### config.mk
export PLATFORM = sky130hd
export DESIGN_NAME = preemph_edge_detect
export DESIGN_NICKNAME = d
export VERILOG_FILES = /design/src/rtl/preemph_edge_detect.sv
export SDC_FILE = /design/constraint.sdc
export NUM_CORES = 1
export LEC_CHECK = 0
export BUFFER_PORTS_ARGS = -buffer_cell sky130_fd_sc_hd__buf_2
export CORE_AREA = 2 2 39 41
export DETAILED_ROUTE_END_ITERATION = 10
export DIE_AREA = 0 0 41 43
export PLACE_DENSITY_LB_ADDON = 0.25
export SLEW_MARGIN = 20
export SYNTH_ARGS = -nofsm -noshare
export SYNTH_HDL_FRONTEND = slang
export SYNTH_SLANG_ARGS = --single-unit
### constraint.sdc
create_clock -name clk -period 1.9 [get_ports clk]
set_input_delay 0.38 -clock clk [delete_from_list [all_inputs] [get_ports clk]]
set_output_delay 0.38 -clock clk [all_outputs]
set_load 0.005 [all_outputs]
### src/rtl/preemph_edge_detect.sv
module preemph_edge_detect #(
  parameter int TAP1_W = 1,
  parameter int TAP2_W = 2
) (
  input  logic clk,
  input  logic rst,
  input  logic din,
  output logic t1_rise,
  output logic t1_rise_n,
  output logic t1_fall,
  output logic t1_fall_n,
  output logic t2_rise,
  output logic t2_rise_n,
  output logic t2_fall,
  output logic t2_fall_n
);

  localparam int CW = $clog2(TAP2_W + 1);

  logic       d_q;
  logic       edge_seen;
  logic [1:0] rise;
  logic [1:0] fall;

  assign edge_seen = din ^ d_q;

  always_ff @(posedge clk) begin
    if (rst) d_q <= 1'b0;
    else     d_q <= din;
  end

  for (genvar g = 0; g < 2; g++) begin : g_tap
    localparam int TW = (g == 0) ? TAP1_W : TAP2_W;
    logic [CW-1:0] cnt;
    logic          dir;

    always_ff @(posedge clk) begin
      if (rst) begin
        cnt <= '0;
        dir <= 1'b0;
      end else if (edge_seen) begin
        cnt <= CW'(TW);
        dir <= din;
      end else if (cnt != '0) begin
        cnt <= cnt - CW'(1);
      end
    end

    assign rise[g] = (cnt != '0) &  dir;
    assign fall[g] = (cnt != '0) & ~dir;
  end

  assign t1_rise   =  rise[0];
  assign t1_rise_n = ~rise[0];
  assign t1_fall   =  fall[0];
  assign t1_fall_n = ~fall[0];
  assign t2_rise   =  rise[1];
  assign t2_rise_n = ~rise[1];
  assign t2_fall   =  fall[1];
  assign t2_fall_n = ~fall[1];

  p_reset_quiet_r1: assert property (@(posedge clk)
    rst |=> (rise == 2'b00 && fall == 2'b00));

  p_rise_start_r2: assert property (@(posedge clk) disable iff (rst)
    (din && !d_q) |=> (rise == 2'b11 && fall == 2'b00));

  p_fall_start_r3: assert property (@(posedge clk) disable iff (rst)
    (!din && d_q) |=> (fall == 2'b11 && rise == 2'b00));

  p_hold_quiet_r5: assert property (@(posedge clk) disable iff (rst)
    (!edge_seen && !rise[1] && !fall[1]) |=> (rise == 2'b00 && fall == 2'b00));

  p_tap2_covers_r7: assert property (@(posedge clk) disable iff (rst)
    (rise[0] || fall[0]) |-> (rise[1] == rise[0] && fall[1] == fall[0]));

endmodule

==> reports/metrics.csv, run 1 <==
metric,value,unit
run_status,finished clean,
cp_max_fo,2,
leakagePower,0.196,nW
via_per_inst,3.84,
path_class,flip-flop to output pin,
numCtsBuffers,3,
cts_tree,built,
grt_pass1_vias,190,
core-area,1380,sq um
track_usage,6.45,%
worstHoldStart,rst,
crit_arrival,1.25,ns
rsz0062_at_grt,no,
syn-instance-count,33,
r2r-end,g_tap[0].cnt[1]$_SDFFE_PP0P_,
critPathSlowestCell,dfxtp_1,
layout_worst_path_cycle_share,86.0,%
die_y,43,um
fmax,0.612,GHz
cts_max_level,1,
end_kind,output pin,
layout_common_cells,"buf_2 (10), inv_1 (7), dfxtp_1 (6)",
cellPowerDensity,877,nW/um^2
cts_setup_buffers,0,
dieArea,1760,sq um
cts_buffer_depth,2,
layout.cells.non_filler,62,
clock_sinks,6,
initial_core_util,20.5,%
max_cap_violations,0,
skew,0.000477,ns
holdCritPathClass,input pin to flip-flop,
holdPathEnd,g_tap[1].dir$_SDFFE_PP0P_,
grt_pass1_wl,690,um
routabilityCongestion,0.649,
avgSynthCellArea,8.61,sq um
whs,0.377,ns
synth-seq-cells,6,
final-setup-viol-count,0,
netlist_area,284,sq um
irDropWorstVdd,344,uV
wl,452,um
hold_viol,0,
fin_nets,53,
slew_headroom,80.8,%
syn-num-nets,38,
synth_warnings,0,
ctsResizeCount,0,
yosysSeqAreaShare,42.3,%
num_vias,238,
rr_worst_depth,5,
grt_max_degree,7,
period_minus_slack,1.63,ns
crit_chain,"inv_1, ha_1, or2_2, inv_1, buf_2",
clkSlewWorstSetupHoldPaths,0.04,ns
first_iter_violations,2,
place_inst,59,
gr-total-overflow,0,
slowest_delay,0.33,ns
area_growth,32.6,%
worst_slack,0.265,ns
worst_setup_path_start_kind,flip-flop,
layout-drive-gt1-share,32.6,%
die_w,41,um
reg2reg_slack,0.88,ns
synth_cell_type_count,15,
num_antenna_cells,0,
cts_hold_buffers,0,
antenna_found_initial,0,
maxSlewViolCount,0,
final_antenna_net_count,0,
path_common_cell,inv_1,
min_path_cells,2,
drc,0,
final_common_cell,buf_2,
tightest_slew,0.286,ns
rows,14,
r2r_start,g_tap[0].cnt[0]$_SDFFE_PP0P_,
root_buffer,clkbuf_4,
drtPass1Iterations,4,
tns,0,ns
fill_cells,154,
dpl_worst_slack,0.506,ns
routedWlPerCell,7.29,um
insertion_delay,0.24,ns
worstPathRequired,1.52,ns
ioPinCount,11,
portBuffers,10,
## worst max-delay path by stage
| stage | from | cells after the start | slack, ns | endpoint |
|---|---|---|---|---|
| floorplan | g_tap[0].cnt[0]$_SDFFE_PP0P_ | 4 | 0.61 | t1_fall |
| global placement | g_tap[0].cnt[0]$_SDFFE_PP0P_ | 5 | 0.52 | t1_fall |
| detailed placement | g_tap[0].cnt[0]$_SDFFE_PP0P_ | 5 | 0.51 | t1_fall |
| CTS | g_tap[0].cnt[0]$_SDFFE_PP0P_ | 5 | 0.23 | t1_fall |
| global route | g_tap[0].cnt[0]$_SDFFE_PP0P_ | 5 | 0.18 | t1_fall |
| finish | g_tap[0].cnt[0]$_SDFFE_PP0P_ | 5 | 0.27 | t1_fall |
## critical path, delay by kind of cell (launching register included)
| family | cells | cell delay (ns) |
|---|---|---|
| adder cells (fa/ha/maj) | 1 | 0.19 |
| buffers and inverters | 3 | 0.21 |
| AND/OR/NAND/NOR | 1 | 0.28 |
| flip-flops | 1 | 0.33 |
## layout make-up
| class | instances | area (sq um) | share of cell area (%) |
|---|---|---|---|
| clock buffer | 3 | 22.5 | 5.98 |
| timing repair buffer | 10 | 50.0 | 13.3 |
| tap | 16 | 20.0 | 5.32 |
| inverter | 7 | 26.3 | 6.98 |
| sequential | 6 | 120 | 31.9 |
| multi-input combinational | 20 | 138 | 36.5 |
## power by group
group,internal (mW),total [mW],switching [mW]
Sequential,0.137,0.144,0.00734
Combinational,0.0369,0.0712,0.0344
Clock,0.0713,0.115,0.0434
## through the flow
| stage | utilization (%) | power (mW) | area, sq um |
|---|---|---|---|
| 6_report | 27.2 | 0.330 | 377 |
| 5_1_grt | 27.2 | 0.362 | 377 |
| 4_1_cts | 27.2 | 0.342 | 377 |
| 3_5_place_dp | 25.6 | 0.220 | 354 |
| 3_3_place_gp | 25.6 | 0.219 | 354 |
| 2_1_floorplan | - | 0.193 | 284 |
## registers in the layout, summed over array words and instances (netlist names)
name / count
g_tap.cnt: 4
d_q: 1
g_tap.dir: 1
## cells in the mapped netlist (all sizes together)
cell | n | share of area [%]
xor2 | 1 | 3.1
inv | 7 | 9.3
o21ai | 2 | 3.5
ha | 2 | 8.8
nand2b | 1 | 2.2
a21oi | 4 | 7.0
nor3b | 1 | 4.4
nand2 | 2 | 2.6
nor2b | 1 | 2.2
nor2 | 2 | 2.6
dfxtp | 6 | 42
xnor2 | 1 | 3.1
and4bb | 1 | 4.4
or2 | 2 | 4.4
## layer usage
metal  global-route usage (%)  share of wire, %
met5                        0                 0
met3                     1.57               7.1
met4                     10.0                 0
met1                     7.17                49
met2                     7.50                44
## logic make-up after synthesis
family	count (synthesis)	synth area share (%)
simple gates	10	22.9
compound gates	6	10.6
xor+xnor	2	6.17
buf+inv	7	9.25
fa+ha+maj	2	8.81
flops	6	42.3
Power figures use the tool's default switching activity.
==> run 2, diff against run 1 <==
--- a/config.mk
+++ b/config.mk
@@ -9,7 +9,7 @@
 export CORE_AREA = 2 2 39 41
 export DETAILED_ROUTE_END_ITERATION = 10
 export DIE_AREA = 0 0 41 43
-export PLACE_DENSITY_LB_ADDON = 0.25
+export PLACE_DENSITY = 0.38
 export SLEW_MARGIN = 20
 export SYNTH_ARGS = -nofsm -noshare
 export SYNTH_HDL_FRONTEND = slang
==> reports/metrics.csv, run 2 (same netlist as run 1, synthesis figures left out) <==
metric,value,unit,change
run_status,finished clean,,
cts_buffer_depth,2,,unchanged
num_vias,223,,-6.3%
layout_common_cells,"buf_2 (10), inv_1 (7), dfxtp_1 (6)",,
irDropWorstVdd,246,uV,-28%
routabilityCongestion,0.645,,-0.51%
crit_arrival,1.25,ns,about the same
ioPinCount,11,,unchanged
drtPass1Iterations,3,,-1
cellPowerDensity,876,nW/um^2,about the same
worstPathRequired,1.52,ns,about the same
largest_register_ffs,4,,unchanged
portBuffers,10,,unchanged
fill_cells,159,,+3.2%
grt_pass1_vias,169,,-11%
first_iter_violations,3,,+1
grt_pass1_wl,648,um,-6.1%
gr-total-overflow,0,,unchanged
numCtsBuffers,3,,unchanged
via_per_inst,3.60,,-6.3%
insertion_delay,0.24,ns,about the same
cts_hold_buffers,0,,unchanged
fmax,0.615,GHz,+0.51%
num_antenna_cells,0,,unchanged
fin_nets,53,,unchanged
end_kind,output pin,,
layout.cells.non_filler,62,,unchanged
top_regs,"g_tap.cnt: 4 flops, d_q: 1 flops, g_tap.dir: 1 flops",,
tns,0,ns,unchanged
area_growth,32.6,%,unchanged
wl,433,um,-4.2%
routedWlPerCell,6.98,um,-4.2%
initial_core_util,20.5,%,unchanged
track_usage,6.24,%,-0.21 points
tightest_slew,0.282,ns,-0.00410 ns
period_minus_slack,1.63,ns,-0.00837 ns
antenna_found_initial,0,,unchanged
die_w,41,um,unchanged
cp_max_fo,2,,unchanged
hold_viol,0,,unchanged
final_antenna_net_count,0,,unchanged
rsz0062_at_grt,no,,
maxSlewViolCount,0,,unchanged
cts_setup_buffers,0,,unchanged
slew_headroom,81.1,%,+0.28 points
leakagePower,0.196,nW,unchanged
max_cap_violations,0,,unchanged
grt_max_degree,7,,unchanged
root_buffer,clkbuf_4,,
final_common_cell,buf_2,,
holdCritPathClass,input pin to flip-flop,,
ctsResizeCount,0,,unchanged
layout_worst_path_cycle_share,85.6,%,-0.44 points
final-setup-viol-count,0,,unchanged
dp_hpwl,344,um,
die_y,43,um,unchanged
clock_sinks,6,,unchanged
rows,14,,unchanged
clkSlewWorstSetupHoldPaths,0.04,ns,about the same
drc,0,,unchanged
layout-drive-gt1-share,32.6,%,unchanged
dieArea,1760,sq um,unchanged
core-area,1380,sq um,unchanged
cts_max_level,1,,unchanged
place_inst,59,,unchanged
top_register,g_tap.cnt,,
path_class,flip-flop to output pin,,
cts_tree,built,,
skew,0.000858,ns,+0.000381 ns
worst_setup_path_start_kind,flip-flop,,
==> run 2: cell counts in the layout (fill, tap and decap cells not counted) <==
No cell type changed its count.
==> run 2: power breakdown <==
part           internal [mW]  total (mW)  switching [mW]
combinational         0.0368      0.0706          0.0338
sequential             0.137       0.145         0.00753
clock                 0.0713       0.115          0.0435
==> run 2: path summary, 6_finish.rpt <==
kind | from | endpoint | slack [ns] | cells after the start
max | g_tap[0].cnt[0]$_SDFFE_PP0P_ | t1_fall | 0.27 | 5
min | rst | g_tap[1].cnt[1]$_SDFFE_PP0P_ | 0.38 | 2
max reg2reg | g_tap[0].cnt[0]$_SDFFE_PP0P_ | g_tap[0].cnt[1]$_SDFFE_PP0P_ | 0.87 | 5
min reg2reg | g_tap[1].cnt[1]$_SDFFE_PP0P_ | g_tap[1].cnt[1]$_SDFFE_PP0P_ | 0.48 | 2
==> run 2: routing by layer <==
metal	GRT usage (%)	vias up	wire (um)
met5	0	-	0
met4	10.0	0	0
met3	1.57	0	31
met2	6.56	7	189
met1	7.44	87	212
li1	-	129	-
==> run 2: through the flow <==
stage	power, mW	cell area, sq um	util, %	setup WS (ns)	hold WS [ns]
2_1_floorplan	0.193	284	-	0.609	0.449
5_1_grt	0.360	377	27.2	0.157	0.387
6_report	0.330	377	27.2	0.274	0.378
4_1_cts	0.339	377	27.2	0.249	0.374
3_3_place_gp	0.221	354	25.6	0.512	0.486
3_5_place_dp	0.219	354	25.6	0.515	0.473
==> run 2: critical path, stage by stage, from the launching register on <==
cell and delay (ns):
dfxtp_1 0.33, inv_1 0.06, ha_1 0.19, or2_2 0.28, inv_1 0.05, buf_2 0.10
==> run 2: area by class of cell <==
cell class	count	area, sq um	area share (%)
tap	16	20.0	5.32
inverter	7	26.3	6.98
clock buffer	3	22.5	5.98
multi-input combinational	20	138	36.5
timing repair buffer	10	50.0	13.3
sequential	6	120	31.9
